## src/rtl/tick_pkg.sv

```systemverilog
package tick_pkg;
  // register byte offsets
  localparam int unsigned OFS_CTRL    = 0;
  localparam int unsigned OFS_RELOAD  = 4;
  localparam int unsigned OFS_CURRENT = 8;
  localparam int unsigned OFS_CALIB   = 12;

  // control/status bit positions
  localparam int unsigned BIT_RUN  = 0;
  localparam int unsigned BIT_IEN  = 1;
  localparam int unsigned BIT_CORE = 2;
  localparam int unsigned BIT_WRAP = 16;

  typedef enum logic [2:0] {
    SEL_NONE,
    SEL_CTRL,
    SEL_RELOAD,
    SEL_CURRENT,
    SEL_CALIB
  } reg_sel_e;
endpackage

```

## src/rtl/tick_src.sv

```systemverilog
module tick_src #(
  parameter int SYNC_STAGES = 2
) (
  input  logic clk,
  input  logic rst_n,
  input  logic ext_in,
  input  logic enable,
  input  logic src_core,
  output logic ext_rise,
  output logic tick
);
  logic [SYNC_STAGES-1:0] sync_q;
  logic                   prev_q;

  generate
    if (SYNC_STAGES == 1) begin : g_one
      always_ff @(posedge clk or negedge rst_n) begin
        if (!rst_n) sync_q <= '0;
        else        sync_q <= ext_in;
      end
    end else begin : g_chain
      always_ff @(posedge clk or negedge rst_n) begin
        if (!rst_n) sync_q <= '0;
        else        sync_q <= {sync_q[SYNC_STAGES-2:0], ext_in};
      end
    end
  endgenerate

  always_ff @(posedge clk or negedge rst_n) begin
    if (!rst_n) prev_q <= 1'b0;
    else        prev_q <= sync_q[SYNC_STAGES-1];
  end

  assign ext_rise = sync_q[SYNC_STAGES-1] & ~prev_q;
  assign tick     = enable & (src_core | ext_rise);
endmodule

```

## src/rtl/tick_core.sv

```systemverilog
module tick_core #(
  parameter int CNT_W = 24
) (
  input  logic             clk,
  input  logic             rst_n,
  input  logic             tick,
  input  logic             clear,
  input  logic [CNT_W-1:0] reload,
  output logic [CNT_W-1:0] cnt,
  output logic             flag_set
);
  function automatic logic [CNT_W-1:0] next_count(input logic [CNT_W-1:0] c,
                                                  input logic [CNT_W-1:0] r);
    return (c == '0) ? r : c - CNT_W'(1);
  endfunction

  function automatic logic is_wrap(input logic [CNT_W-1:0] c);
    return c == CNT_W'(1);
  endfunction

  always_ff @(posedge clk or negedge rst_n) begin
    if (!rst_n)     cnt <= '0;
    else if (clear) cnt <= '0;
    else if (tick)  cnt <= next_count(cnt, reload);
  end

  assign flag_set = tick & ~clear & is_wrap(cnt);
endmodule

```

## src/rtl/tick_regs.sv

```systemverilog
module tick_regs
  import tick_pkg::*;
#(
  parameter int          CNT_W     = 24,
  parameter int          DATA_W    = 32,
  parameter int          ADDR_W    = 4,
  parameter int unsigned CAL_VALUE = 10000
) (
  input  logic              clk,
  input  logic              rst_n,
  input  logic              bus_sel,
  input  logic              bus_we,
  input  logic [ADDR_W-1:0] bus_addr,
  input  logic [DATA_W-1:0] bus_wdata,
  output logic [DATA_W-1:0] bus_rdata,
  input  logic [CNT_W-1:0]  cnt,
  input  logic              flag_set,
  output logic              enable,
  output logic              irq_en,
  output logic              src_core,
  output logic [CNT_W-1:0]  reload,
  output logic              flag,
  output logic              wr_cur,
  output logic              rd_ctrl
);
  localparam logic [ADDR_W-1:0] A_CTRL = ADDR_W'(OFS_CTRL);
  localparam logic [ADDR_W-1:0] A_REL  = ADDR_W'(OFS_RELOAD);
  localparam logic [ADDR_W-1:0] A_CUR  = ADDR_W'(OFS_CURRENT);
  localparam logic [ADDR_W-1:0] A_CAL  = ADDR_W'(OFS_CALIB);
  localparam logic [DATA_W-1:0] CAL_WORD = DATA_W'(CAL_VALUE);

  function automatic reg_sel_e decode(input logic [ADDR_W-1:0] a);
    case (a)
      A_CTRL:  return SEL_CTRL;
      A_REL:   return SEL_RELOAD;
      A_CUR:   return SEL_CURRENT;
      A_CAL:   return SEL_CALIB;
      default: return SEL_NONE;
    endcase
  endfunction

  reg_sel_e sel;
  logic     wr_ctrl, wr_rel;
  logic     unused_wdata;

  assign sel     = decode(bus_addr);
  assign wr_ctrl = bus_sel & bus_we & (sel == SEL_CTRL);
  assign wr_rel  = bus_sel & bus_we & (sel == SEL_RELOAD);
  assign wr_cur  = bus_sel & bus_we & (sel == SEL_CURRENT);
  assign rd_ctrl = bus_sel & ~bus_we & (sel == SEL_CTRL);
  assign unused_wdata = &{1'b0, bus_wdata};

  always_ff @(posedge clk or negedge rst_n) begin
    if (!rst_n) begin
      enable   <= 1'b0;
      irq_en   <= 1'b0;
      src_core <= 1'b0;
      reload   <= '0;
      flag     <= 1'b0;
    end else begin
      if (wr_ctrl) begin
        enable   <= bus_wdata[BIT_RUN];
        irq_en   <= bus_wdata[BIT_IEN];
        src_core <= bus_wdata[BIT_CORE];
      end
      if (wr_rel) reload <= bus_wdata[CNT_W-1:0];
      // a new wrap wins over the read-clear
      if (wr_cur)        flag <= 1'b0;
      else if (flag_set) flag <= 1'b1;
      else if (rd_ctrl)  flag <= 1'b0;
    end
  end

  always_comb begin
    bus_rdata = '0;
    case (sel)
      SEL_CTRL: begin
        bus_rdata[BIT_RUN]  = enable;
        bus_rdata[BIT_IEN]  = irq_en;
        bus_rdata[BIT_CORE] = src_core;
        bus_rdata[BIT_WRAP] = flag;
      end
      SEL_RELOAD:  bus_rdata[CNT_W-1:0] = reload;
      SEL_CURRENT: bus_rdata[CNT_W-1:0] = cnt;
      SEL_CALIB:   bus_rdata = CAL_WORD;
      default:     bus_rdata = '0;
    endcase
  end
endmodule

```

## src/rtl/tick_timer.sv

```systemverilog
module tick_timer #(
  parameter int          CNT_W       = 24,
  parameter int          DATA_W      = 32,
  parameter int          ADDR_W      = 4,
  parameter int          SYNC_STAGES = 2,
  parameter int unsigned CAL_VALUE   = 10000
) (
  input  logic              clk,
  input  logic              rst_n,
  input  logic              ext_tick,
  input  logic              bus_sel,
  input  logic              bus_we,
  input  logic [ADDR_W-1:0] bus_addr,
  input  logic [DATA_W-1:0] bus_wdata,
  output logic [DATA_W-1:0] bus_rdata,
  output logic              irq
);
  logic             enable, irq_en, src_core, flag, wr_cur, rd_ctrl;
  logic             tick, ext_rise, flag_set;
  logic [CNT_W-1:0] reload, cnt;

  tick_src #(.SYNC_STAGES(SYNC_STAGES)) u_src (
    .clk(clk), .rst_n(rst_n), .ext_in(ext_tick), .enable(enable),
    .src_core(src_core), .ext_rise(ext_rise), .tick(tick)
  );

  tick_core #(.CNT_W(CNT_W)) u_core (
    .clk(clk), .rst_n(rst_n), .tick(tick), .clear(wr_cur),
    .reload(reload), .cnt(cnt), .flag_set(flag_set)
  );

  tick_regs #(
    .CNT_W(CNT_W), .DATA_W(DATA_W), .ADDR_W(ADDR_W), .CAL_VALUE(CAL_VALUE)
  ) u_regs (
    .clk(clk), .rst_n(rst_n), .bus_sel(bus_sel), .bus_we(bus_we),
    .bus_addr(bus_addr), .bus_wdata(bus_wdata), .bus_rdata(bus_rdata),
    .cnt(cnt), .flag_set(flag_set), .enable(enable), .irq_en(irq_en),
    .src_core(src_core), .reload(reload), .flag(flag),
    .wr_cur(wr_cur), .rd_ctrl(rd_ctrl)
  );

  assign irq = flag & irq_en;
endmodule

```

## config.mk

```make
export PLATFORM = sky130hd
export DESIGN_NAME = tick_timer
export DESIGN_NICKNAME = d
export VERILOG_FILES = /design/src/rtl/tick_pkg.sv /design/src/rtl/tick_src.sv /design/src/rtl/tick_core.sv /design/src/rtl/tick_regs.sv /design/src/rtl/tick_timer.sv
export SDC_FILE = /design/constraint.sdc
export NUM_CORES = 1
export LEC_CHECK = 0
export BUFFER_PORTS_ARGS = -buffer_cell sky130_fd_sc_hd__buf_2
export CORE_ASPECT_RATIO = 1.25
export CORE_MARGIN = 2
export CORE_UTILIZATION = 35
export DETAILED_ROUTE_END_ITERATION = 10
export RECOVER_POWER = 25
export SYNTH_ARGS = -nofsm -noshare
export SYNTH_HDL_FRONTEND = slang
export SYNTH_SLANG_ARGS = --single-unit
```

## constraint.sdc

```tcl
create_clock -name clk -period 3.25 [get_ports clk]
set_input_delay 0.65 -clock clk [delete_from_list [all_inputs] [get_ports clk]]
set_output_delay 0.65 -clock clk [all_outputs]
set_load 0.02 [all_outputs]
```

==> qor.txt, run 1 <==
Post-synthesis average cell area = 9.70 µm²
Core area = 9220 µm²
IO buf count = 57
Fin crit share = 0.815
Net count, final = 444
Post-synth top area cell = dfrtp_1
Remaining global-route overflow = 0
Status = complete, but fails checks
Register area = 1380 µm²
Net Sw Frac = 0.369
Hold Vio Cnt, Final = 0
VDD IR max = 0.000226 V
Worst-Margin Slew = 2.25 ns
Failing checks = max-capacitance violations, max-slew violations
Psw = 0.871 mW
Synth Register Bits = 55
Worst min path class = register to register
First-pass GRT wire length = 15700 µm
Max FO, Critical Path = 15
Max Cap Viol = 1
DR vias/cell = 5.64
# fillers = 912
Syn-to-layout area delta = 17.1%
Hold Buf Count CTS = 0
PD cells = 604 nW/µm²
Reg clk slew, reported paths = 0.07 ns
Top FF cell, synth = dfrtp_1
Max layer used = met4
Antenna Cells = 0
Synth top area share = 0.412
CTS Buf Count = 5
Crit path from = bus_addr[1]
Clk pwr share = 0.256
Later-pin clock latency in the skew report = 0.30 ns
Arrival time at the worst endpoint = 2.00 ns
Sequential power share = 0.434
Synth top area cells = dfrtp_1 41%, mux2_2 9.1%, a22o_1 3.9%
EDFF count, synth = 0
Setup Buffers After CTS = 0
Met2 Wirelength = 4790 µm
H-tree Lvls = 2
Drt wl/cell = 17.8 µm
Die Y = 113 µm
Cells after Synth = 344
# setup viols final = 0
Clock sink total = 55
Final Cell Area = 3910 µm²
Num ports = 74
Starting Density = 0.362
Setup_tns = 0 ns
Worst Path Class, Setup = input pin to output pin
Reg2reg start = u_core.cnt[4]$_DFFE_PN0P_
All-layer global routing usage = 0.190
Final cell count without fillers = 523
Pint = 1.49 mW
Crit start category = input pin
Post-CTS Resized = 0
Count of cell types in the netlist = 56
Leak pwr = 1.69 nW
Post-synthesis cell area = 3340 µm²
DP HPWL = 6810 µm
Vias = 2952
Root Buffer = clkbuf_16
Max_slew headroom = -0.497
DR iter-0 viols = 205
Seq/Total Area, Yosys = 0.412
CTS tree = built
Final GP Congestion = 0.887
Crit. End Element = output pin
DRC = 0
Vias in the first global route = 3064
Routed met1 length = 3930 µm
Dpl cell area = 3750 µm²
Worst Path Required = 2.60 ns
Minimum clock period = 2.65 ns
Hold Path Origin = u_src.sync_q[0]$_DFF_PN0_
Share of cells above drive strength 1 = 0.290
Syn. warnings = 0
Die width = 91.4 µm
Largest net degree at the start of global routing = 43
Post-synthesis async set-or-reset flop share = 1.00
Final WS setup = 0.603 ns
Inst Count DP = 516
Wire length on met3 = 398 µm
Worst Skew = 0.00663 ns
Multi-input logic area = 1770 µm²
# rows = 39
Total power = 2.36 mW
Initial antenna violation count = 0
Total Wirelength = 9300 µm
RSZ-0062 raised after global routing = no
Number of nets still failing antenna checks after routing = 0
Die area = 10300 µm²
F_max = 0.378 GHz
Longest Clk Path Bufs = 2
Dpl ws = 0.603 ns
Combinational power share = 0.309
Final Slew Violations = 43
Pre-Repair DR Iteration Count = 4
-- worst max-delay path, stage by stage --
cell and delay [ns]:
buf_2 0.10, or2_0 0.42, nor2b_1 0.24, buf_4 0.26
a22o_1 0.16, buf_2 0.16
-- area by class of cell --
type | instances | area share
Tap cell | 123 | 0.0394
Clock inverter | 2 | 0.00960
Timing Repair Buffer | 71 | 0.103
Sequential cell | 55 | 0.352
Multi-Input combinational cell | 255 | 0.453
Inverter | 12 | 0.0115
Clock buffer | 5 | 0.0320
-- path summary, 6_finish.rpt --
kind | endpoint | slack [ns] | depth (start not counted)
max | bus_rdata[3] | 0.60 | 6
min | u_src.sync_q[1]$_DFF_PN0_ | 0.36 | 0
max reg2reg | u_core.cnt[9]$_DFFE_PN0P_ | 1.05 | 6
min reg2reg | u_src.sync_q[1]$_DFF_PN0_ | 0.36 | 0
max in group asynchronous | u_core.cnt[11]$_DFFE_PN0P_ | 0.95 | 1
min in group asynchronous | u_regs.src_core$_DFFE_PN0P_ | 1.01 | 1
-- cell families after synthesis --
logic type	count (synthesis)	share of synthesized area
other cells	1	0.00112
simple gates	104	0.174
mux	33	0.109
compound gates	106	0.225
xor+xnor	1	0.00262
flops	55	0.412
fa+ha+maj	3	0.0112
buf+inv	41	0.0656
-- state kept, by name, indices dropped and copies added (netlist names) --
name             flops
u_regs.enable        1
u_regs.irq_en        1
u_src.prev_q         1
u_core.cnt          24
u_regs.reload       24
u_regs.src_core      1
u_src.sync_q         2
u_regs.flag          1
-- synthesized netlist by cell type (3+ instances only) --
cell type and number:
a31oi_1 3, nor2_1 26, nand2_1 18, o31ai_1 3
o21ai_0 25, nor4_1 4, clkbuf_1 7, o22ai_1 4
nor2b_1 4, a21oi_1 19, buf_2 7, a22o_1 15
inv_1 12, nor3_1 9, o2bb2ai_1 10, nand4_1 9
dfrtp_1 55, and2_1 3, mux2_2 27, o21a_1 4
ha_1 3, buf_4 15, and3_1 3, a32oi_1 7
nand3_1 7, mux2i_1 6, and4_1 4
-- metal layers --
layer / GRT usage / vias to the layer above
met5: 0 / -
met4: 0.0677 / 0
met3: 0.0326 / 13
met2: 0.336 / 88
met1: 0.233 / 1462
li1: - / 1389
-- stage by stage --
stage,hold slack [ns],utilization
2_1_floorplan,0.331,-
5_1_grt,0.364,0.424
6_report,0.358,0.424
4_1_cts,0.361,0.424
3_5_place_dp,0.344,0.406
3_3_place_gp,0.335,0.406
-- layout by cell type, fill, tap and decap left out, drive strengths merged, types with 2 or more instances in the layout --
cell	instances
a22o	15
nor2	28
nand2	19
o31ai	3
o41ai	2
conb	8
o21a	4
o2bb2ai	10
inv	12
o221ai	2
o21ai	26
and4	5
a32oi	7
nor2b	5
a31oi	3
ha	3
o22ai	4
nand3	8
nor4	7
and3	3
mux2i	6
and2	3
a211oi	2
o32ai	2
or2	3
nand4	9
dfrtp	55
mux2	27
a21oi	19
clkbuf	6
buf	70
nor3	9
-- power by group through the flow --
stage	combinational [mW]	clock, mW	sequential (mW)
after floorplan	0.557	0	0.961
after global placement	0.706	0	1.03
after detailed placement	0.723	0	1.04
after CTS	0.726	0.626	1.03
after global routing	0.819	0.654	1.05
final	0.730	0.606	1.03
No activity file was read; power rests on OpenSTA's default activity.
==> inputs of run 2 (changes only) <==
clock period = 2.15 ns   (was 3.25 ns; I/O delays follow)
==> qor.txt, run 2 (synthesis gave the netlist of run 1 again) <==
Status = completed
Final Slew Violations = 0 (-100%)
Remaining global-route overflow = 0 (unchanged)
DRC = 0 (unchanged)
Leak pwr = 1.86 nW (+10%)
DP HPWL = 7240 µm (+6.3%)
Reg clk slew, reported paths = 0.07 ns (about the same)
# rows = 39 (unchanged)
Final cell count without fillers = 553 (+5.7%)
First-pass GRT wire length = 16400 µm (+4.4%)
Final GP Congestion = 0.924 (+4.2%)
Max Cap Viol = 0 (-1)
Inst Count DP = 542 (+5.0%)
# setup viols final = 0 (unchanged)
Worst Path Class, Setup = register to register
Starting Density = 0.362 (unchanged)
Clock sink total = 55 (unchanged)
PD cells = 919 nW/µm² (+52%)
Commonest cells after routing, fill and taps aside = 57 x buf_2, 55 x dfrtp_1, 39 x buf_4
Worst hold stages = 1 (+1)
Most common cell after layout, fill and taps aside = buf_2
Die width = 91.4 µm (unchanged)
Longest Clk Path Bufs = 2 (unchanged)
VDD IR max = 0.000418 V (+85%)
Max FO, Critical Path = 7 (-8)
Hold Vio Cnt, Final = 0 (unchanged)
Die area = 10300 µm² (unchanged)
Drt wl/cell = 17.9 µm (+0.64%)
Final Cell Area = 4200 µm² (+7.5%)
Worst Skew = 0.00512 ns (-0.00151 ns)
Arrival time at the worst endpoint = 2.24 ns (+0.24 ns)
DR vias/cell = 5.57 (-1.3%)
Cell mode on critical path = a211oi_1
Max stage delay cell, worst path = dfrtp_1
H-tree Lvls = 2 (unchanged)
Max_slew headroom = 0.0676 (+0.565)
F_max = 0.493 GHz
Minimum clock period = 2.03 ns
Largest net degree at the start of global routing = 56 (+30%)
IO buf count = 57 (unchanged)
Core area = 9220 µm² (unchanged)
Later-pin clock latency in the skew report = 0.30 ns (about the same)
Net count, final = 473 (+6.5%)
All-layer global routing usage = 0.200 (+0.00948)
Hold Buf Count CTS = 0 (unchanged)
Num ports = 74 (unchanged)
Vias = 3082 (+4.4%)
Setup_tns = 0 ns (unchanged)
Number of nets still failing antenna checks after routing = 0 (unchanged)
Cell depth of the worst flop-to-flop path = 6 (unchanged)
CP max stage delay = 0.42 ns (about the same)
Total Wirelength = 9900 µm (+6.4%)
Die Y = 113 µm (unchanged)
Pre-Repair DR Iteration Count = 5 (+1)
Crit. End Element = register
Largest regs = u_core.cnt: 24 flops, u_regs.reload: 24 flops, u_src.sync_q: 2 flops
Antenna Cells = 0 (unchanged)
CTS Buf Count = 5 (unchanged)
DR iter-0 viols = 215 (+4.9%)
Syn-to-layout area delta = 25.9%
Cell chain of the critical path = nor4_4 > buf_4 > and4_4 > and4_2 > a211oi_1 > a211oi_1
Share of cells above drive strength 1 = 0.349 (+0.0588)
RSZ-0062 raised after global routing = no
Vias in the first global route = 3131 (+2.2%)
CTS tree = built
Worst Path Required = 2.36 ns (-0.24 ns)
Initial antenna violation count = 0 (unchanged)
Worst min path class = input pin to register
Internal reg-to-reg setup slack = 0.12 ns (-0.93 ns)
Root Buffer = clkbuf_16
Fin crit share = 0.943
Worst-Margin Slew = 1.40 ns (-0.847 ns)
Crit start category = register
Dpl cell area = 3980 µm² (+6.3%)
==> run 2: report_power, final <==
part / leakage, nW / total (mW) / internal, mW / switching (mW)
logic: 1.06 / 1.42 / 0.643 / 0.774
clock network: 0.0868 / 0.958 / 0.580 / 0.378
registers: 0.705 / 1.49 / 1.25 / 0.238
==> run 2: final cells by class <==
| class | count | area, µm² |
|---|---|---|
| Fill cell | 901 | 5020 |
| Multi-Input combinational cell | 255 | 1810 |
| Sequential cell | 55 | 1380 |
| Timing Repair Buffer | 100 | 643 |
| Tap cell | 123 | 154 |
| Clock buffer | 6 | 139 |
| Inverter | 12 | 45.0 |
| Clock inverter | 2 | 35.0 |
==> run 2: path summary, 6_finish.rpt <==
kind | start | to
min reg2reg | u_src.sync_q[0]$_DFF_PN0_ | u_src.sync_q[1]$_DFF_PN0_
min in group asynchronous | rst_n | u_regs.reload[1]$_DFFE_PN0P_
max in group asynchronous | rst_n | u_core.cnt[9]$_DFFE_PN0P_
min | ext_tick | u_src.sync_q[0]$_DFF_PN0_
max | u_core.cnt[8]$_DFFE_PN0P_ | u_core.cnt[0]$_DFFE_PN0P_
max reg2reg | u_core.cnt[8]$_DFFE_PN0P_ | u_core.cnt[0]$_DFFE_PN0P_
==> run 2: critical path: cells and delay by family (launching register included) <==
family,cells,cell delay [ns]
AO/OA/AOI/OAI,2,0.31
AND/OR/NAND/NOR,3,1.02
buffers and inverters,1,0.19
flip-flops,1,0.42
==> run 2: metal layers <==
| metal | vias up | track usage | share of wire |
|---|---|---|---|
| li1 | 1453 | - | - |
| met2 | 105 | 0.352 | 0.51 |
| met4 | 0 | 0.0657 | 0.013 |
| met1 | 1513 | 0.252 | 0.43 |
| met5 | - | 0 | 0 |
| met3 | 11 | 0.0286 | 0.046 |
==> run 2: timing repair <==
action                     4_1_cts  5_1_grt
resized for setup                0        7
setup buffers                    0        3
setup endpoints to repair        0       22
==> run 2: through the flow <==
step | hold slack [ns] | power [mW] | setup slack [ns] | utilization
global route | 0.234 | 4.12 | 0.0109 | 0.456
detailed placement | 0.338 | 2.87 | 0.0284 | 0.432
floorplan | 0.134 | 2.30 | 0.0701 | -
finish | 0.241 | 3.86 | 0.122 | 0.456
global placement | 0.342 | 2.84 | 0.0706 | 0.432
CTS | 0.145 | 3.84 | 0.0104 | 0.451
